===== src/rtl/uart_fifo_pkg.sv =====
package uart_fifo_pkg;

  // control byte bit positions (decoded by the control register)
  localparam int CTL_EN_BIT    = 0;
  localparam int CTL_RXCLR_BIT = 1;
  localparam int CTL_TXCLR_BIT = 2;
  localparam int CTL_TXSEL_LO  = 4;
  localparam int CTL_RXSEL_LO  = 6;

  // receive threshold in characters held
  function automatic logic [7:0] rx_thresh(input logic [1:0] sel);
    case (sel)
      2'b00:   return 8'd8;
      2'b01:   return 8'd16;
      2'b10:   return 8'd56;
      default: return 8'd60;
    endcase
  endfunction

  // transmit threshold in free spaces
  function automatic logic [7:0] tx_thresh(input logic [1:0] sel);
    case (sel)
      2'b00:   return 8'd8;
      2'b01:   return 8'd16;
      2'b10:   return 8'd32;
      default: return 8'd56;
    endcase
  endfunction

endpackage


===== src/rtl/uart_fifo_ctl.sv =====
module uart_fifo_ctl
  import uart_fifo_pkg::*;
(
  input  logic       clk,
  input  logic       rst,
  input  logic       wr,
  input  logic [7:0] wdata,
  input  logic       enh,
  output logic       fifo_en,
  output logic [1:0] rx_sel,
  output logic [1:0] tx_sel,
  output logic       rx_clr,
  output logic       tx_clr
);

  logic mode_flip;
  logic rsvd_unused;

  assign mode_flip   = wdata[CTL_EN_BIT] != fifo_en;
  assign rsvd_unused = wdata[3];

  always_ff @(posedge clk) begin
    if (rst) begin
      fifo_en <= 1'b0;
      rx_sel  <= 2'b00;
      tx_sel  <= 2'b00;
      rx_clr  <= 1'b0;
      tx_clr  <= 1'b0;
    end else begin
      rx_clr <= wr && (wdata[CTL_RXCLR_BIT] || mode_flip);
      tx_clr <= wr && (wdata[CTL_TXCLR_BIT] || mode_flip);
      if (wr) begin
        fifo_en <= wdata[CTL_EN_BIT];
        rx_sel  <= wdata[CTL_RXSEL_LO +: 2];
        if (enh) tx_sel <= wdata[CTL_TXSEL_LO +: 2];
      end
    end
  end

  // gated field keeps its value
  a_r6_tx_sel_hold: assert property (@(posedge clk) disable iff (rst)
    wr && !enh |=> tx_sel == $past(tx_sel));

  // clear strobes are single pulses
  a_r7_rx_clr_pulse: assert property (@(posedge clk) disable iff (rst)
    rx_clr && !wr |=> !rx_clr);
  a_r7_tx_clr_pulse: assert property (@(posedge clk) disable iff (rst)
    tx_clr && !wr |=> !tx_clr);

endmodule


===== src/rtl/uart_byte_fifo.sv =====
module uart_byte_fifo #(
  parameter  int DW    = 8,
  parameter  int DEPTH = 64,
  localparam int AW    = $clog2(DEPTH),
  localparam int CW    = $clog2(DEPTH + 1)
) (
  input  logic          clk,
  input  logic          rst,
  input  logic          clr,
  input  logic          single,
  input  logic          push,
  input  logic [DW-1:0] push_data,
  input  logic          pop,
  output logic [DW-1:0] pop_data,
  output logic [CW-1:0] count,
  output logic          drop
);

  localparam logic [CW-1:0] FULL_C = CW'(DEPTH);

  logic [DW-1:0] mem [DEPTH];
  logic [AW-1:0] wptr, rptr, waddr, raddr;
  logic          is_empty, is_full, do_push, do_pop;
  logic [CW-1:0] count_nx;

  assign is_empty = count == '0;
  assign is_full  = count == FULL_C;
  assign do_pop   = pop && !is_empty && !clr;
  assign waddr    = single ? '0 : wptr;
  assign raddr    = single ? '0 : rptr;

  always_comb begin
    if (clr) begin
      do_push = 1'b0;
      drop    = 1'b0;
    end else if (single) begin
      do_push = push;
      drop    = push && !is_empty && !do_pop;
    end else begin
      do_push = push && (!is_full || do_pop);
      drop    = push && is_full && !do_pop;
    end
  end

  always_comb begin
    if (clr)         count_nx = '0;
    else if (single) count_nx = do_push ? CW'(1) : (do_pop ? '0 : count);
    else             count_nx = count + CW'(do_push) - CW'(do_pop);
  end

  // storage: no reset, one write and one registered read port
  always_ff @(posedge clk) begin
    if (do_push) mem[waddr] <= push_data;
  end

  always_ff @(posedge clk) begin
    if (do_pop) pop_data <= mem[raddr];
  end

  always_ff @(posedge clk) begin
    if (rst || clr) begin
      wptr  <= '0;
      rptr  <= '0;
      count <= '0;
    end else begin
      count <= count_nx;
      if (!single) begin
        if (do_push) wptr <= wptr + AW'(1);
        if (do_pop)  rptr <= rptr + AW'(1);
      end
    end
  end

  // level never passes the depth; a full queue stays full on a lone push
  a_r3_no_overflow: assert property (@(posedge clk) disable iff (rst)
    count <= FULL_C);
  a_r3_full_kept: assert property (@(posedge clk) disable iff (rst)
    !single && push && !pop && is_full && !clr |=> count == FULL_C);

  // clear empties the queue
  a_r7_clear_empty: assert property (@(posedge clk) disable iff (rst)
    clr |=> count == '0);

  // push with pop keeps the level; pop of empty does nothing
  a_r10_push_pop_level: assert property (@(posedge clk) disable iff (rst)
    push && pop && !is_empty && !clr |=> count == $past(count));
  a_r10_empty_pop: assert property (@(posedge clk) disable iff (rst)
    pop && !push && is_empty && !clr |=> count == '0);

endmodule


===== src/rtl/uart_fifo_core.sv =====
module uart_fifo_core
  import uart_fifo_pkg::*;
#(
  parameter  int DW    = 8,
  parameter  int DEPTH = 64,
  localparam int CW    = $clog2(DEPTH + 1)
) (
  input  logic          clk,
  input  logic          rst,
  input  logic          ctl_wr,
  input  logic [7:0]    ctl_wdata,
  input  logic          enh_en,
  input  logic          rx_push,
  input  logic [DW-1:0] rx_push_data,
  input  logic          rx_rd,
  output logic [DW-1:0] rx_rdata,
  output logic [CW-1:0] rx_level,
  output logic          rx_trig,
  output logic          rx_ovr,
  input  logic          ovr_rd,
  input  logic          tx_wr,
  input  logic [DW-1:0] tx_wdata,
  input  logic          tx_take,
  output logic [DW-1:0] tx_byte,
  output logic          tx_avail,
  output logic [CW-1:0] tx_level,
  output logic          tx_trig
);

  localparam logic [CW-1:0] DEPTH_C = CW'(DEPTH);

  logic          fifo_en, rx_clr, tx_clr, rx_drop, tx_drop;
  logic [1:0]    rx_sel, tx_sel;
  logic [CW-1:0] rx_cnt, tx_cnt, tx_free;

  uart_fifo_ctl u_ctl (
    .clk    (clk),
    .rst    (rst),
    .wr     (ctl_wr),
    .wdata  (ctl_wdata),
    .enh    (enh_en),
    .fifo_en(fifo_en),
    .rx_sel (rx_sel),
    .tx_sel (tx_sel),
    .rx_clr (rx_clr),
    .tx_clr (tx_clr)
  );

  uart_byte_fifo #(.DW(DW), .DEPTH(DEPTH)) u_rx_q (
    .clk      (clk),
    .rst      (rst),
    .clr      (rx_clr),
    .single   (!fifo_en),
    .push     (rx_push),
    .push_data(rx_push_data),
    .pop      (rx_rd),
    .pop_data (rx_rdata),
    .count    (rx_cnt),
    .drop     (rx_drop)
  );

  uart_byte_fifo #(.DW(DW), .DEPTH(DEPTH)) u_tx_q (
    .clk      (clk),
    .rst      (rst),
    .clr      (tx_clr),
    .single   (1'b0),
    .push     (tx_wr),
    .push_data(tx_wdata),
    .pop      (tx_take),
    .pop_data (tx_byte),
    .count    (tx_cnt),
    .drop     (tx_drop)
  );

  // sticky overrun: a new loss wins over a same-cycle status read
  always_ff @(posedge clk) begin
    if (rst)          rx_ovr <= 1'b0;
    else if (rx_drop) rx_ovr <= 1'b1;
    else if (ovr_rd)  rx_ovr <= 1'b0;
  end

  assign tx_free  = DEPTH_C - tx_cnt;
  assign rx_level = rx_cnt;
  assign tx_level = tx_cnt;
  assign tx_avail = tx_cnt != '0;
  assign rx_trig  = rx_cnt  >= CW'(rx_thresh(rx_sel));
  assign tx_trig  = tx_free >= CW'(tx_thresh(tx_sel));

  // overrun holds until the status is read
  a_r3_ovr_sticky: assert property (@(posedge clk) disable iff (rst)
    rx_ovr && !ovr_rd |=> rx_ovr);

  // one-byte receive holding when queue mode is off
  a_r9_single_depth: assert property (@(posedge clk) disable iff (rst)
    !fifo_en && $past(!fifo_en) |-> rx_cnt <= CW'(1));

  // a lost host write only happens at full depth, which is kept
  a_r11_tx_lost: assert property (@(posedge clk) disable iff (rst)
    tx_drop |=> tx_cnt == DEPTH_C);

endmodule


===== config.mk =====
export PLATFORM = sky130hd
export DESIGN_NAME = uart_fifo_core
export DESIGN_NICKNAME = d
export VERILOG_FILES = /design/src/rtl/uart_fifo_pkg.sv /design/src/rtl/uart_fifo_ctl.sv /design/src/rtl/uart_byte_fifo.sv /design/src/rtl/uart_fifo_core.sv
export SDC_FILE = /design/constraint.sdc
export NUM_CORES = 1
export LEC_CHECK = 0
export BUFFER_PORTS_ARGS = -buffer_cell sky130_fd_sc_hd__buf_2
export CAP_MARGIN = 0
export CORE_MARGIN = 2
export CORE_UTILIZATION = 45
export CTS_BUF_LIST = sky130_fd_sc_hd__clkbuf_8
export CTS_CLUSTER_SIZE = 24
export DETAILED_ROUTE_END_ITERATION = 7
export SYNTH_ARGS = -nofsm -noshare
export SYNTH_HDL_FRONTEND = slang
export SYNTH_SLANG_ARGS = --single-unit

===== constraint.sdc =====
create_clock -name clk -period 7.35 [get_ports clk]
set_clock_uncertainty 0.2 [all_clocks]
set_input_delay 0.3675 -clock clk [delete_from_list [all_inputs] [get_ports clk]]
set_output_delay 0.3675 -clock clk [all_outputs]
set_load 0.02 [all_outputs]

; Word level (Yosys, flattened, before mapping)
; Memory sizes are Yosys's and may differ from the RTL's. A register that Yosys moved wholly into a read port is not among the register bits.
; Cells that the tools add are included.
; W data, S select, Z words.
[word_totals]
reg_bits = 46
mem_bits_rw = 1024
inputBits = 33
out_inout_bits = 34
memories = 2
[memory_table]
columns = name, depth, width, read_ports, rd_clocked_by_memory_dff, write_ports, line
row1 = u_rx_q.mem, 64, 8, 1, 1, 1, uart_byte_fifo.sv:21  ; logic [DW-1:0] mem [DEPTH];
row2 = u_tx_q.mem, 64, 8, 1, 1, 1, uart_byte_fifo.sv:21
[op_classes]
n_addsub = 9
order_cmp = 2
n_eq_ne = 7
muxes = 18
reduce_logical = 37
[op_table]
columns = op, count
row1 = $pmux W6 S3, 2
row2 = $add A6 B1 Y6 const B, 4
row3 = $mux W7, 3
row4 = $add A7 B1 Y7, 2
row5 = $eq A7 B7 Y1 const B, 2
row6 = $ge A7 B7 Y1, 2
row7 = $logic_not A7 Y1, 2
row8 = $sub A7 B1 Y7, 2
row9 = $logic_and A1 B1 Y1, 12
row10 = $mux W6, 2
row11 = $mux W1, 11
row12 = $logic_not A1 Y1, 7
row13 = $reduce_bool A7 Y1, 1
row14 = $sub A7 B7 Y7 const A, 1
row15 = $logic_or A1 B1 Y1, 6
row16 = $reduce_and A2 Y1, 3
row17 = $eq A2 B1 Y1 const B, 2
row18 = $eq A2 B2 Y1 const B, 2
row19 = $logic_not A2 Y1, 2
row20 = $reduce_or A2 Y1, 2
row21 = $reduce_bool A3 Y1, 1
row22 = $reduce_bool A2 Y1, 1
row23 = $ne A1 B1 Y1, 1

; Logic depth before layout (Yosys ltp)
[logic_depth]
depth_word = 11
ltp_mapped = 15
ltp_nobuf = 15

; Cells and area by module
; Synthesis repeated with hierarchy kept, for this count alone.
[hier_totals]
hier_cells = 2821
area_unflattened_um2 = 44759.2
[by_module_without_submodules]
columns = module, instances, cells_each, area_each_um2, seq_area_each_um2
row1 = uart_byte_fifo, 2, 1376, 22081.2, 15995.3
row2 = uart_fifo_core, 1, 43, 331.6, 20.0
row3 = uart_fifo_ctl, 1, 26, 265.3, 140.1

; Least setup slack after synthesis
; Ideal clock, no wire load.
[synth_timing]
kind = reg-to-reg
startpoint = reg u_rx_q.count[2]
endpoint = reg u_rx_q.count[6]
setup_time_ns = 0.071
arrival_ns = 3.678
t_required_ns = 7.079
path_slack_ns = 3.402
stages_incl_launch_ff = 16
n_path_buf = 0
synth_period_minus_slack_ns = 3.948
cell_sequence = dfxtp_1 -> inv_1 -> ha_1 -> nand4bb_1 -> o21ai_0 -> nor2_1 -> ha_1 -> inv_1 -> ha_1 -> fa_1 -> a211o_1 -> a31oi_1 -> o21bai_1 -> xnor2_1 -> mux2_2 -> a21oi_1
[synth_via]
elab_chain_cells = 11
elab_cells_between_ends = 15
[synth_lines]
columns = element, line
row1 = from (decl), uart_byte_fifo.sv:15  ; output logic [CW-1:0] count,
row2 = from (signal assigned), uart_byte_fifo.sv:66  ; count <= count_nx;
row3 = $logic_not A7 Y1 (*), uart_byte_fifo.sv:26  ; assign is_empty = count == '0;
row4 = $logic_not A1 Y1 (*), uart_byte_fifo.sv:28  ; assign do_pop = pop && !is_empty && !clr;
row5 = $logic_and A1 B1 Y1 (*) (2 in series), uart_byte_fifo.sv:28
row6 = named net u_rx_q.do_pop, uart_byte_fifo.sv:23  ; logic is_empty, is_full, do_push, do_pop;
row7 = $logic_or A1 B1 Y1, uart_byte_fifo.sv:40  ; do_push = push && (!is_full || do_pop);
row8 = $logic_and A1 B1 Y1, uart_byte_fifo.sv:40
row9 = $mux W1, uart_byte_fifo.sv:36  ; end else if (single) begin
row10 = $mux W1, uart_byte_fifo.sv:33  ; if (clr) begin
row11 = $add A7 B1 Y7, uart_byte_fifo.sv:48  ; else count_nx = count + CW'(do_push) - CW'(do_pop);
row12 = $sub A7 B1 Y7, uart_byte_fifo.sv:48
row13 = $mux W7, uart_byte_fifo.sv:47  ; else if (single) count_nx = do_push ? CW'(1) : (do_pop ? '0 : count);
; The timed path passes the listed nets; every way through them passes the cells marked *.
; A chain may end at the register's enable or synchronous reset.

; Final worst setup path
[layout_timing]
startpoint = reg u_tx_q.count[2]
endpoint = reg u_tx_q.count[6]
[layout_via]
elab_chain_cells = 9
elab_cells_between_ends = 11
[layout_lines]
columns = element, line
row1 = from (decl), uart_byte_fifo.sv:15
row2 = from (signal assigned), uart_byte_fifo.sv:66
row3 = $logic_not A7 Y1 (*), uart_byte_fifo.sv:26
row4 = $logic_not A1 Y1 (*), -
row5 = $logic_and A1 B1 Y1 (*) (2 in series), uart_byte_fifo.sv:28
row6 = named net u_tx_q.do_pop, uart_byte_fifo.sv:23
row7 = $logic_or A1 B1 Y1, uart_byte_fifo.sv:40
row8 = $logic_and A1 B1 Y1, uart_byte_fifo.sv:40
row9 = $mux W1, uart_byte_fifo.sv:33
row10 = $add A7 B1 Y7, uart_byte_fifo.sv:48
row11 = $sub A7 B1 Y7 (*), uart_byte_fifo.sv:48
; Marked as above.

==> flow_summary.toml <==
[logic_synthesis]
syn_area_mm2 = 0.0431
syn-num-nets = 2511
synth-edff-count = 1040
syn_inst = 2442
ys_seq_elements = 1086
synthArstFlopShare_pct = 0
avgSynthCellArea_um2 = 17.7
synth_cell_types = 62
synth_warnings = 0
ys_seq_area_share_pct = 74.6
synth_flop_cell = "edfxtp_1"

[place]
place.gp.congestion = 0.869
io_buffers = 65
hpwl_um = 59800
dpl.cell_count = 3674

[floorplanning]
io_pins = 67
fp.dieW_um = 314
die_area_mm2 = 0.0983
row_count = 113
die_h_um = 314
coreArea_mm2 = 0.0950
start_util_pct = 45.4

[setup_path]
cp-end-kind = "flip-flop"
path_delay_family = "simple AND/OR/NAND/NOR gates"
cp.arrival_ps = 4800
crit_chain = "inv_1 > ha_1 > and4bb_2 > a21o_1 > nor2_1 > ha_1 > inv_1 > ha_1 > fa_1 > nor2b_1 > o21a_1 > o21bai_1 > a21oi_1 > or3_1 > a21oi_1"
crit_top_cell = "ha_1"
crit_required_ps = 7890
path_class = "flip-flop to flip-flop"
startpoint_type = "flip-flop"
cpPeakStageDelay_ps = 810
crit_buf_inv = 2
slowest_stage = "nor2_1"
critPathMaxFanout = 13

[cts]
cts_max_path_buffers = 3
numCtsBuffers = 176
cts_sinks = 1086
ctsHtreeMaxLevel = 4
cts_tree = "built"
cts_setup_buffers = 0
path_clk_slew_ps = 60
clock_latency_ps = 830
clockRootBuffer = "clkbuf_8"

[grt]
grt_pass1_vias = 23535
grt_usage_pct = 20.3
overflow = 0
grt_max_degree = 132
antenna_found_initial = 2
grt_pass1_wl_um = 148000

[timing]
layout_min_cycle_time_ps = 4260
setup-tns-final_ps = 0
final-setup-viol-count = 0
slew_violations = 0
tightest_slew_ps = 1190
slew_headroom_pct = 20.5
rsz0062_at_grt = "false"
max_clock_freq_ghz = 0.235
final.period_utilization_pct = 58.0
hold_violations = 0

[status]
status = "finished clean"

[power_and_ir_drop]
powerDensity_mw_per_mm2 = 272
ir_worst_vdd_uv = 186
power.switching_mw = 3.18
seqPwrFrac_pct = 52.2
swShare_pct = 24.1
pwr-share-comb_pct = 10.1
p_leak_nw = 15.5
p_int_mw = 10.0
clkPwrFrac_pct = 37.7

[finish]
num-nets-final = 2689
layout-drive-gt1-share_pct = 18.5
fillers = 7817
final_cells = 4033
synthToLayoutAreaGrowth_pct = 12.3

[drt]
drt-initial-drc-count = 2132
vias = 22903
post-route-drc-count = 0
detail-route-antenna-nets = 0
wl_per_cell_um = 24.6
via_per_inst = 5.68
drtPass1Iterations = 6
drt_wl_total_um = 99100

[hold_path]
hold_path_class = "input pin to flip-flop"

[run]
cap_violations = 0
## cells by family (layout without fill, tap and decap cells)
kind of cell	after synthesis	after routing	synth area share (%)
flip-flops	1086	1086	74.6
AND/OR/NAND/NOR	417	417	4.29
AO/OA/AOI/OAI	393	393	6.30
multiplexers	301	301	11.2
buffers and inverters	179	503	1.97
adder cells (fa/ha/maj)	36	36	1.08
XOR/XNOR	30	30	0.609
other	0	2	0
## layout make-up
cell class | instances | area, um2 | share of cell area, %
Inverter | 40 | 150 | 0.310
Timing Repair Buffer | 139 | 988 | 2.04
Clock inverter | 139 | 831 | 1.72
Sequential cell | 1086 | 32200 | 66.4
Antenna cell | 2 | 5.00 | 0.0103
Clock buffer | 185 | 2550 | 5.26
Tap cell | 1265 | 1580 | 3.27
Multi-Input combinational cell | 1177 | 10100 | 21.0
## final timing paths
kind,from,to,slack (ps),cells past startpoint
max,u_tx_q.count[2]$_SDFF_PP0_,u_tx_q.count[6]$_SDFF_PP0_,3090,15
min,tx_wdata[0],u_tx_q.mem[23][0]$_DFFE_PP_,20,2
max reg2reg,u_tx_q.count[2]$_SDFF_PP0_,u_tx_q.count[6]$_SDFF_PP0_,3090,15
min reg2reg,u_rx_q.count[6]$_SDFFE_PP0P_,u_rx_q.count[6]$_SDFFE_PP0P_,370,2
## worst reg2reg max path: cells and delay by family (launching register included)
family / cells / cell delay [ps]
simple gates: 4 / 1600
fa+ha+maj: 4 / 1080
compound gates: 5 / 770
flops: 1 / 390
buf+inv: 2 / 150
## per-stage QoR
| step | power, mW | area (um2) | hold slack [ps] | util [%] | setup WS (ps) |
|---|---|---|---|---|---|
| floorplan | 7.92 | 43100 | 266 | - | 3400 |
| global placement | 8.32 | 44700 | 266 | 47.0 | 3170 |
| detailed placement | 8.34 | 44700 | 270 | 47.0 | 3090 |
| CTS | 13.3 | 48400 | 6.00 | 51.0 | 3050 |
| global route | 13.7 | 48400 | 28.6 | 51.0 | 2870 |
| finish | 13.2 | 48400 | 15.4 | 51.0 | 3090 |
## Yosys cell counts (16+ instances only)
library cell  number  area share [%]
inv_1             39            0.34
nand3_1           22            0.26
nor2_1           232             2.0
dfxtp_1           46             2.1
a22oi_1           51            0.89
o221ai_1          46            0.93
xor2_1            20            0.41
mux4_2           144             7.5
o22ai_1           64            0.93
o21ai_0           60            0.70
a21oi_1           62            0.72
buf_4             16            0.28
a22o_1            16            0.32
ha_1              34            0.99
clkbuf_1          61            0.53
edfxtp_1        1040              72
mux2i_1          146             3.4
nor3_1            24            0.28
nand2_1           71            0.62
buf_2             37            0.43
a221oi_1          25            0.51
## registers in the layout, summed over array words and instances, names as in the netlist
signal           cells
u_tx_q.count         7
u_tx_q.wptr          6
u_ctl.tx_clr         1
u_rx_q.mem         512
rx_ovr               1
u_ctl.tx_sel         2
u_rx_q.count         7
u_rx_q.pop_data      8
u_tx_q.mem         512
u_tx_q.pop_data      8
u_tx_q.rptr          6
u_ctl.rx_sel         2
u_ctl.fifo_en        1
u_rx_q.wptr          6
u_ctl.rx_clr         1
u_rx_q.rptr          6
## placed cells by master (no fill, tap or decap), drive strengths merged, types with 13 or more instances in the layout
master and instances:
a21oi 62, a221oi 25, a22o 16, a22oi 51
buf 106, clkbuf 185, clkinv 48, dfxtp 46
dlygate4sd3 33, edfxtp 1040, ha 34, inv 119
mux2i 146, mux4 144, nand2 71, nand3 22
nor2 233, nor2b 13, nor3 24, o21ai 61
o221ai 46, o22ai 64, xor2 20
## routing by layer
layer / track usage [%] / part of all wire, % / wire [um]
met2: 33.0 / 49 / 48500
met5: 0 / 0 / 0
met3: 3.52 / 5.7 / 5610
met4: 8.58 / 3.3 / 3310
met1: 27.1 / 42 / 41700
## power groups by stage
stage	combinational, mW	sequential, mW	clock [mW]
CTS	1.35	6.88	5.09
detailed placement	1.33	7.01	0
global placement	1.32	7.01	0
floorplan	0.887	7.03	0
finish	1.33	6.88	4.97
global route	1.45	6.88	5.37
## timing repair
action | 4_1_cts | 5_1_grt
hold buffers | 33 | 0
resized for setup | 0 | 0
hold endpoints to repair | 39 | 0
(Power assumes the default switching activity.)
